`src/rtl/ecc_err_logger.sv`:
```
module ecc_err_logger #(
  parameter int AW  = 2,
  parameter int DW  = 8,
  parameter int EAW = 8
) (
  input  logic           clk,
  input  logic           rst,
  input  logic           sb_err,
  input  logic           db_err,
  input  logic           ctx_scrub,
  input  logic           ctx_rd,
  input  logic           ctx_main,
  input  logic [EAW-1:0] ctx_addr,
  input  logic           peer_clr,
  input  logic           reg_wr,
  input  logic [AW-1:0]  reg_addr,
  input  logic [DW-1:0]  reg_wdata,
  output logic [DW-1:0]  reg_rdata
);
  localparam logic [AW-1:0] STAT_OFS = AW'(0);
  localparam logic [AW-1:0] ADDR_OFS = AW'(1);
  localparam logic [DW-1:0] W1C_MASK = DW'(1);

  logic           log_q, scrub_q, rd_q, alt_q, dbl_q;
  logic [EAW-1:0] addr_q;
  logic           clr_req, take;

  assign clr_req = peer_clr ||
                   (reg_wr && reg_addr == STAT_OFS && |(reg_wdata & W1C_MASK));
  assign take    = (sb_err || db_err) && !log_q && !clr_req;

  always_ff @(posedge clk) begin
    if (rst) begin
      log_q   <= 1'b0;
      scrub_q <= 1'b0;
      rd_q    <= 1'b0;
      alt_q   <= 1'b0;
      dbl_q   <= 1'b0;
      addr_q  <= '0;
    end else if (clr_req) begin
      log_q <= 1'b0;
    end else if (take) begin
      log_q   <= 1'b1;
      scrub_q <= ctx_scrub;
      rd_q    <= ctx_rd && !ctx_scrub;
      alt_q   <= !ctx_main;
      dbl_q   <= db_err;
      addr_q  <= ctx_addr;
    end
  end

  always_comb begin
    reg_rdata = '0;
    if (reg_addr == STAT_OFS) begin
      reg_rdata[0] = log_q;
      reg_rdata[1] = scrub_q;
      reg_rdata[2] = rd_q;
      reg_rdata[3] = alt_q;
      reg_rdata[4] = dbl_q;
    end else if (reg_addr == ADDR_OFS) begin
      reg_rdata[EAW-1:0] = addr_q;
    end
  end
endmodule


```
`config.mk`:
```
export PLATFORM = sky130hd
export DESIGN_NAME = ecc_err_logger
export DESIGN_NICKNAME = d
export VERILOG_FILES = /design/src/rtl/ecc_err_logger.sv
export SDC_FILE = /design/constraint.sdc
export NUM_CORES = 1
export LEC_CHECK = 0
export ABC_CLOCK_PERIOD_IN_PS = 2700
export BUFFER_PORTS_ARGS = -buffer_cell sky130_fd_sc_hd__buf_2
export CORE_ASPECT_RATIO = 1.25
export CORE_MARGIN = 2
export CORE_UTILIZATION = 35
export CTS_CLUSTER_SIZE = 30
export DETAILED_ROUTE_END_ITERATION = 10
export SLEW_MARGIN = 20
export SYNTH_ARGS = -nofsm -noshare
export SYNTH_HDL_FRONTEND = slang
export SYNTH_SLANG_ARGS = --single-unit
```
`constraint.sdc`:
```
create_clock -name clk -period 2.7 [get_ports clk]
set_input_delay 0.405 -clock clk [delete_from_list [all_inputs] [get_ports clk]]
set_output_delay 0.405 -clock clk [all_outputs]
set_load 0.05 [all_outputs]
```
==> reports/summary.md, run 1 <==
Sorting the synthesized cells by area gives the leading types as sky130_fd_sc_hd__dfxtp_1 36%, sky130_fd_sc_hd__mux2i_1 22%, sky130_fd_sc_hd__nand2b_1 18%, sky130_fd_sc_hd__nand4bb_4 3.8%, sky130_fd_sc_hd__buf_6 3.1%. The worst pin sits at a relative slew slack of 53.1%. The run gives 615 MHz as the highest achievable clock rate. TritonCTS built the clock tree. The tree is rooted in a sky130_fd_sc_hd__clkbuf_4. The run gives 18 as the number of standard-cell rows in the floorplan. The flow ran to the end, and the final reports show no timing, DRC or antenna violations. The proportion of synthesized area in mux cells was 21.9%. Measured along the x axis, the die boundary spans 44.9 um. The minimum setup slack among reg-to-reg paths was 1190 ps; the required arrival time at the worst endpoint was 2300 ps. The layout-stage area growth over the synthesis result is 18.7%.

The total placed instance area was 841 um2. For this block, the initial DRC count from the detailed router was 7. The die outline height was 55.1 um; the pin count of the biggest net entering global routing was 25. The slowest cell on the critical path was sky130_fd_sc_hd__buf_2.

The adder-cell share of the synthesized area is 0%, and the compound-cell area share of the yosys netlist is 4.79%. The tools report the count of cells resized by post-cts repair as 0. By instance count, the cell type seen most on the critical path is sky130_fd_sc_hd__buf_2. The share of total power dissipated in combinational logic is 20.6%. The count of final max-slew check failures is 0, and the clock transition at the register clock pins on the worst setup and hold paths after CTS is 70 ps.

The post-synthesis cell area was 731 um2; the maximum number of buffers from clock root to sink was 2. The run gives 211 as the number of filler instances in the final layout. The routed wirelength normalized by instance count was 11.1 um. Across all layers, the routed design uses 570 vias. The top cell type by area accounts for 35.6% of the synthesized area. After the last flow step, the layout net total stands at 127. After technology mapping, the gate count stands at 73.

The number of register bits inferred by synthesis is 13. Of the available clock period, the critical path in the final layout requires 60.2%. The area of all placed cells without fillers is 867 um2, and the placer congestion estimate is 0.647. Boundary pin count: 35. Final global-route overflow total: 0. By startpoint and endpoint, the worst setup path is classified as input pin to output port.

In the global route stage, overall resource usage came out at 12.4%. Of the total synthesized cell area, the portion taken by AND, OR, NAND and NOR gates is 30.3%. Detailed placement finished with a half-perimeter wire length of 973 um. In the final layout, flip-flops and latches occupy 260 um2. In this run the worst path has a maximum fanout of 7.

The logs give 0 for the reported max-cap violation count and 0 for the post-CTS setup buffer count. The logs give 0 for the final hold violation count and 0 for the initial antenna violation count. The tools report the number of inserted diodes as 0.

In this run switching power makes up 26.8% of total power. Summed over all layers, the routed wires come to 1.32 mm. The min-delay analysis places its worst path in the category input pin to register. Summed over all instances, the cell type with the most area after synthesis is sky130_fd_sc_hd__dfxtp_1.

Once the floorplan was initialized, standard cells occupied 36.9% of the core. Net count of the mapped netlist: 100. The run gives 417 um2 as the area of combinational cells with multiple inputs. The remaining routing DRC violations came out at 0. The count of buffering cells on the critical path with inverters included came out at 2. Traced cell by cell, the critical path runs through buf_2 > nor2b_1 > and2_1 > buf_2. Summed over all cells, the static leakage comes to 0.000403 uW.

The mean instance size in the synthesized netlist is 10.0 um2, and the core area is 0.00198 mm2. The completed layout was analyzed and its total power is 410 uW. The worst setup path is launched from an input pin.

STA puts the critical path data arrival time at 1220 ps. The global-route wire length before repair is 2.19 mm, and the xor-xnor portion of the synthesized cell area is 0%. Hold is met by 322 ps. Counting every sink on the clock net gives 13.

The number of clock buffers added by TritonCTS is 3. Setup repair after global routing left no endpoint under its margin. After detailed routing, the number of vias per cell comes to 4.79.

In this run the remaining antenna-violating nets after routing total 0. Yosys printed 0 warnings. The maximum single-stage delay on the critical path is 250 ps, and the proportion of power drawn by flip-flops and latches is 51.1%.

The tools report the die footprint as 0.00247 mm2. For the internal power summed over all cells, the log shows 300 uW. The share of total power dissipated in the clock network is 28.3%. For the sum of negative setup slack, the log shows 0 ps.

For the pin with the worst max-slew slack, the measured transition is 704 ps. Sequential area share after synthesis: 35.6%. Number of global-route vias before repair: 526. The main combinational cell family by area after synthesis is simple AND/OR/NAND/NOR gates. The number of different library cells used by synthesis comes to 17. The number of hold buffers added after CTS was 0.

The number of setup violations in the final report was 0; the later-pin clock latency in the skew report was 260 ps. The H-tree depth is 1. In this run the tool buffered the top-level ports with 27 buffer cells.

Net switching power figure: 110 uW. Across the routed clock network, the largest skew measured is 3.00 ps. The first detailed-routing pass took 4 iterations.

The proportion of layout cells with a drive suffix above 1 was 34.3%. Minimum clock period after layout: 1630 ps. The element type at the critical path end was an output port. Dividing total power by cell area gives a power density of 473 mW/mm2.

VDD sags by at most 193 uV. On the critical path the largest part of the delay comes from buffers and inverters.
## cell usage after synthesis, drive strengths merged
cell,n
a211oi,1
a31oi,1
and2,3
and3,1
buf,3
clkbuf,2
dfxtp,13
inv,1
mux2i,16
nand2b,21
nand4bb,1
nor2,6
nor2b,1
o21ba,1
o311a,1
or3b,1
## area by class of cell
class	instances	area share, %
Multi-Input combinational cell	54	48.1
Sequential cell	13	30.0
Timing Repair Buffer	27	15.6
Clock buffer	4	3.03
Tap cell	20	2.89
Inverter	1	0.433
## routing by layer
layer | vias to the layer above | global-route usage (%) | routed length (um) | part of all wire [%]
met5 | - | 0 | 0 | 0
met4 | 0 | 5.88 | 13 | 0.98
met3 | 2 | 2.92 | 76 | 5.8
met2 | 14 | 21.5 | 648 | 49
met1 | 259 | 14.3 | 581 | 44
li1 | 295 | - | - | -
## worst reg2reg max path: stages (launching register included)
cell	delay (ps)
sky130_fd_sc_hd__dfxtp_1	320
sky130_fd_sc_hd__o21ba_2	240
sky130_fd_sc_hd__and3_1	620
sky130_fd_sc_hd__mux2i_1	260
## power by group through the flow
stage | clock, uW | combinational [uW] | sequential, uW
detailed placement | 0 | 86.0 | 214
global placement | 0 | 84.2 | 214
floorplan | 0 | 67.6 | 213
CTS | 122 | 86.2 | 210
finish | 116 | 84.6 | 210
global route | 132 | 93.1 | 212
## cell families after synthesis
group                  count (synthesis)
AO/OA/AOI/OAI                          4
buffers and inverters                  6
flip-flops                            13
AND/OR/NAND/NOR                       34
multiplexers                          16
## through the flow
stage	util [%]	setup slack, ps	std cells
floorplan	-	1020	73
global placement	42.4	931	115
detailed placement	42.4	902	115
CTS	43.8	1060	119
global route	43.8	1020	119
finish	43.8	1070	119
## sequential cells by signal, summed over array words and instances, names as in the netlist
register  cells
addr_q        8
alt_q         1
dbl_q         1
log_q         1
rd_q          1
scrub_q       1
## worst paths after layout
check             cells past startpoint                   start                endpoint
setup / recovery                      4             reg_addr[0]            reg_rdata[7]
hold / removal                        2                ctx_main      alt_q$_SDFFE_PP0P_
setup reg to reg                      3      log_q$_SDFFE_PP0P_      dbl_q$_SDFFE_PP0P_
hold reg to reg                       2  addr_q[7]$_SDFFE_PP0P_  addr_q[7]$_SDFFE_PP0P_
## cells in the final DEF, fill, tap and decap left out
cell,count
sky130_fd_sc_hd__o311a_2,1
sky130_fd_sc_hd__dfxtp_1,13
sky130_fd_sc_hd__mux2i_1,16
sky130_fd_sc_hd__buf_2,27
sky130_fd_sc_hd__a31oi_1,1
sky130_fd_sc_hd__or3b_2,1
sky130_fd_sc_hd__and2_1,3
sky130_fd_sc_hd__nor2_1,6
sky130_fd_sc_hd__a211oi_1,1
sky130_fd_sc_hd__o21ba_2,1
sky130_fd_sc_hd__nand4bb_4,1
sky130_fd_sc_hd__nor2b_1,1
sky130_fd_sc_hd__nand2b_1,21
sky130_fd_sc_hd__clkbuf_4,3
sky130_fd_sc_hd__inv_1,1
sky130_fd_sc_hd__and3_1,1
sky130_fd_sc_hd__clkbuf_1,1
(Power assumes the default switching activity.)
==> run 2: changes to the inputs <==
--- a/config.mk
+++ b/config.mk
@@ -5,13 +5,15 @@
 export SDC_FILE = /design/constraint.sdc
 export NUM_CORES = 1
 export LEC_CHECK = 0
-export ABC_CLOCK_PERIOD_IN_PS = 2700
+export ABC_AREA = 1
+export ABC_CLOCK_PERIOD_IN_PS = 1450
 export BUFFER_PORTS_ARGS = -buffer_cell sky130_fd_sc_hd__buf_2
 export CORE_ASPECT_RATIO = 1.25
 export CORE_MARGIN = 2
 export CORE_UTILIZATION = 35
 export CTS_CLUSTER_SIZE = 30
 export DETAILED_ROUTE_END_ITERATION = 10
+export PLACE_DENSITY = 0.67
 export SLEW_MARGIN = 20
 export SYNTH_ARGS = -nofsm -noshare
 export SYNTH_HDL_FRONTEND = slang
==> constraint.sdc (replaced) <==
create_clock -name clk -period 1.45 [get_ports clk]
set_input_delay 0.2175 -clock clk [delete_from_list [all_inputs] [get_ports clk]]
set_output_delay 0.2175 -clock clk [all_outputs]
set_load 0.05 [all_outputs]
==> reports/summary.md, run 2 <==
The logs give 0 (unchanged) for the number of inserted diodes and 0.00179 mm2 (-9.8%) for the core area. Maximum clock skew at final layout: 4.37 ps (+1.36 ps). In this run the most critical hold path is launched from ctx_addr[0].

The die footprint came out at 0.00228 mm2 (-7.9%). The slew of the pin with the lowest slew margin was 418 ps (-286 ps); the minimum setup slack among reg-to-reg paths was 410 ps (-780 ps). The share of flip-flops with an asynchronous set or reset was 0% (unchanged); the vias per cell was 4.37 (-8.8%). The run gives 0 (unchanged) as the initial antenna violation count. The required arrival time at the worst endpoint is 1230 ps (-1070 ps).

The flip-flop count of the largest register, all copies and words added was 8 (unchanged). For the final hold violation count, the log shows 0 (unchanged). The count of unique library cells instantiated by Yosys was 14 (-3). The run gives 0 (unchanged) as the post-CTS setup buffer count. The cell area power density is 981 mW/mm2 (+110%). For the number of vias after detailed routing, the log shows 655 (+15%).

The type of the tightest min-delay check was input pin to register. The clock transition at the register clock pins on the worst setup and hold paths after CTS works out to 80 ps (about the same). The run gives 0 (unchanged) as the number of setup violations in the final report. The end-of-flow core utilization was 46.1% (+2.3 points); the met1 capacity usage during global routing was 13.2% (-1.1 points).

sky130_fd_sc_hd__nor2_1 is the most common cell in the netlist. The run gives 1.02% (-1.9 points) as the global-route met3 utilization. Number of filler instances in the final layout: 203 (-3.8%). The tools report the number of nets with antenna violations after routing as 0 (unchanged). The number of clock sinks is 13 (unchanged), and the adder-cell share of the synthesized area is 0% (unchanged). The tools report the capture point of the critical path as reg_rdata[0]. For the net count of the mapped netlist, the log shows 130 (+30%). The most congested layer reported by global routing is met2. The compound-cell area share of the yosys netlist came out at 5.43% (+0.64 points). The logs give 0 (unchanged) for the count of final max-slew check failures and 2 (-5) for the violation count after the first detailed-routing iteration. The final total power is 808 uW (+97%).

Worst-case headroom to the max-slew limit: 72.1% (+19 points). Proportion of synthesized area in mux cells: 0% (-22 points). The commonest cells after synthesis are 27 x sky130_fd_sc_hd__nor2_1, 24 x sky130_fd_sc_hd__nand2_1, 21 x sky130_fd_sc_hd__inv_1, 13 x sky130_fd_sc_hd__dfxtp_1, 5 x sky130_fd_sc_hd__o22ai_1. The logs give 492 uV (+160%) for the maximum vdd ir drop and 2.07 mm (-5.7%) for the global-route wire length before repair. The tools report the register area as 260 um2 (unchanged). The sum of negative setup slack came out at 0 ps (unchanged). The critical path goes through inv_1 > o22ai_1 > buf_2. The number of register bits inferred by synthesis is 13 (unchanged), and the worst-case setup slack after placement is 159 ps (-744 ps). The remaining routing DRC violations came out at 0 (unchanged).

The number of instances in the synthesized netlist was 103 (+41%); the H-tree depth was 1 (unchanged). Count of port buffers added during placement: 27 (unchanged). The flow ran to the end, and the final reports show no timing, DRC or antenna violations. TritonCTS built the clock tree. In this run the clock root is driven by a sky130_fd_sc_hd__clkbuf_4. For the area of all placed cells without fillers, the log shows 823 um2 (-5.1%). The beginning of the worst register-to-register path is log_q$_SDFFE_PP0P_. In this run the critical register-to-register path is captured at alt_q$_SDFFE_PP0P_. The pin count of the biggest net entering global routing came out at 25 (unchanged). The worst setup path is launched from a register. The minimum clock period after layout is 1360 ps. The number of standard-cell rows in the floorplan is 17 (-1), and the maximum single-stage delay on the critical path is 380 ps (+130 ps). The synthesized design spends more area on one cell type than any other, namely sky130_fd_sc_hd__dfxtp_1. The tools report the maximum number of buffers from clock root to sink as 2 (unchanged). The reported max-cap violation count was 0 (unchanged). Setup repair after global routing left no endpoint under its margin. The proportion of netlist area held by the largest area contributor came out at 39.0% (+3.3 points). For the number of global-route vias before repair, the log shows 550 (+4.6%). The die outline height works out to 52.9 um (-4.1%).

Tracing the worst setup path back leads to its startpoint at log_q$_SDFFE_PP0P_. The tools report the total placed instance area as 797 um2 (-5.2%). The Yosys warning count was 0 (unchanged).

The area of combinational cells with multiple inputs was 299 um2 (-28%); the area fraction in and, or, nand and nor cells after synthesis was 39.3% (+9.0 points). The worst setup path is of the register to output port kind. Arrival time of the worst setup path: 1140 ps (-80 ps). The run gives 35 (unchanged) as the boundary pin count. The largest driver fanout on the critical path came out at 2 (-5).

The final global-route overflow total was 0 (unchanged); the combined global-route utilization of all metal layers was 12.4% (+0.012 points). In the synthesized netlist the dominant register cell turns out to be sky130_fd_sc_hd__dfxtp_1. The later-pin clock latency in the skew report is 270 ps (about the same), and the die boundary width is 43.1 um (-4.0%). The placer congestion estimate was 0.773 (+20%). The layout-stage area growth over the synthesis result was 23.2%; the routed wirelength normalized by instance count was 8.51 um (-23%). The mean instance size in the synthesized netlist was 6.49 um2 (-35%); the proportion of layout cells with a drive suffix above 1 was 28.2% (-6.1 points). The first-pass iteration count of the detailed router was 2 (-2). The logs give 159 (+25%) for the final layout net count and 20.9% (-0.60 points) for the met2 routing resource usage after global routing. By area, the combinational part of the netlist is dominated by simple AND/OR/NAND/NOR gates. Based on the critical path, the design can be clocked at up to 734 MHz.

The register ranked first by flip-flop count was addr_q. The quantity of hold-fixing buffers added after cts is 0 (unchanged). Number of buffers created by CTS: 3 (unchanged).

Among all stages on the critical path, the largest delay is contributed by sky130_fd_sc_hd__dfxtp_1. STA classifies the critical path endpoint as an output port. Wire length after detailed routing: 1.28 mm (-3.3%). The count of flip-flops with a built-in enable after synthesis is 0 (unchanged).

The final cycle utilization of the critical path came out at 94.0%. After synthesis, the cell types taking the most area are sky130_fd_sc_hd__dfxtp_1 39%, sky130_fd_sc_hd__nor2_1 15%, sky130_fd_sc_hd__nand2_1 13%, sky130_fd_sc_hd__inv_1 12%, sky130_fd_sc_hd__o22ai_1 4.7%. The run gives 0 (unchanged) as the count of cells resized by post-cts repair.

The xor-xnor portion of the synthesized cell area works out to 0% (unchanged). The half-perimeter wire length after placement was 937 um (-3.7%); the initial core utilization was 37.4% (+0.53 points). The leakage dissipation is 0.000481 uW (+19%), and the length in cells of the worst reg-to-reg path is 5 (+2). The post-synthesis cell area came out at 668 um2 (-8.6%). In the layout the commonest cells are 27 x sky130_fd_sc_hd__nor2_1, 27 x sky130_fd_sc_hd__buf_2, 24 x sky130_fd_sc_hd__nand2_1. The sequential area share after synthesis was 39.0% (+3.3 points). The minimum setup slack in the final design was 87.6 ps (-986 ps).
==> run 2: report_power, final <==
part | switching [uW] | total, uW | internal (uW) | leakage, uW
Sequential | 7.64 | 394 | 386 | 0.000108
Clock | 115 | 221 | 107 | 0.0000150
Combinational | 127 | 192 | 65.6 | 0.000358
Total | 249 | 808 | 559 | 0.000481
==> run 2: worst min path at each step <==
stage / end / slack, ps / depth (start not counted)
5_1_grt: addr_q[4]$_SDFFE_PP0P_ / 160 / 3
6_report: addr_q[0]$_SDFFE_PP0P_ / 160 / 3
3_3_place_gp: addr_q[7]$_SDFFE_PP0P_ / 440 / 3
3_5_place_dp: addr_q[6]$_SDFFE_PP0P_ / 450 / 3
2_1_floorplan: addr_q[2]$_SDFFE_PP0P_ / 350 / 2
4_1_cts: addr_q[3]$_SDFFE_PP0P_ / 160 / 3
==> run 2: cell families after synthesis <==
logic type | after synthesis
simple gates | 60
buf+inv | 24
flops | 13
compound gates | 6
==> run 2: area by class of cell <==
cell class / instances / share of cell area (%)
tap: 19 / 2.89
timing repair buffer: 27 / 16.4
clock buffer: 4 / 3.19
multi-input combinational: 66 / 36.3
sequential: 13 / 31.6
inverter: 21 / 9.57
==> run 2: worst max-delay path, delay by kind of cell (launching register included) <==
| family | cells | cell delay [ps] |
|---|---|---|
| compound gates | 1 | 130 |
| buf+inv | 2 | 360 |
| flops | 1 | 380 |
==> run 2: per-stage QoR <==
step	hold slack, ps	instances
5_1_grt	160	150
3_3_place_gp	440	146
6_report	160	150
4_1_cts	159	150
3_5_place_dp	447	146
2_1_floorplan	352	103
==> run 2: layer usage <==
metal	part of all wire (%)	vias up
li1	-	358
met5	0	-
met1	45	280
met2	47	13
met3	4.5	4
met4	3.6	0
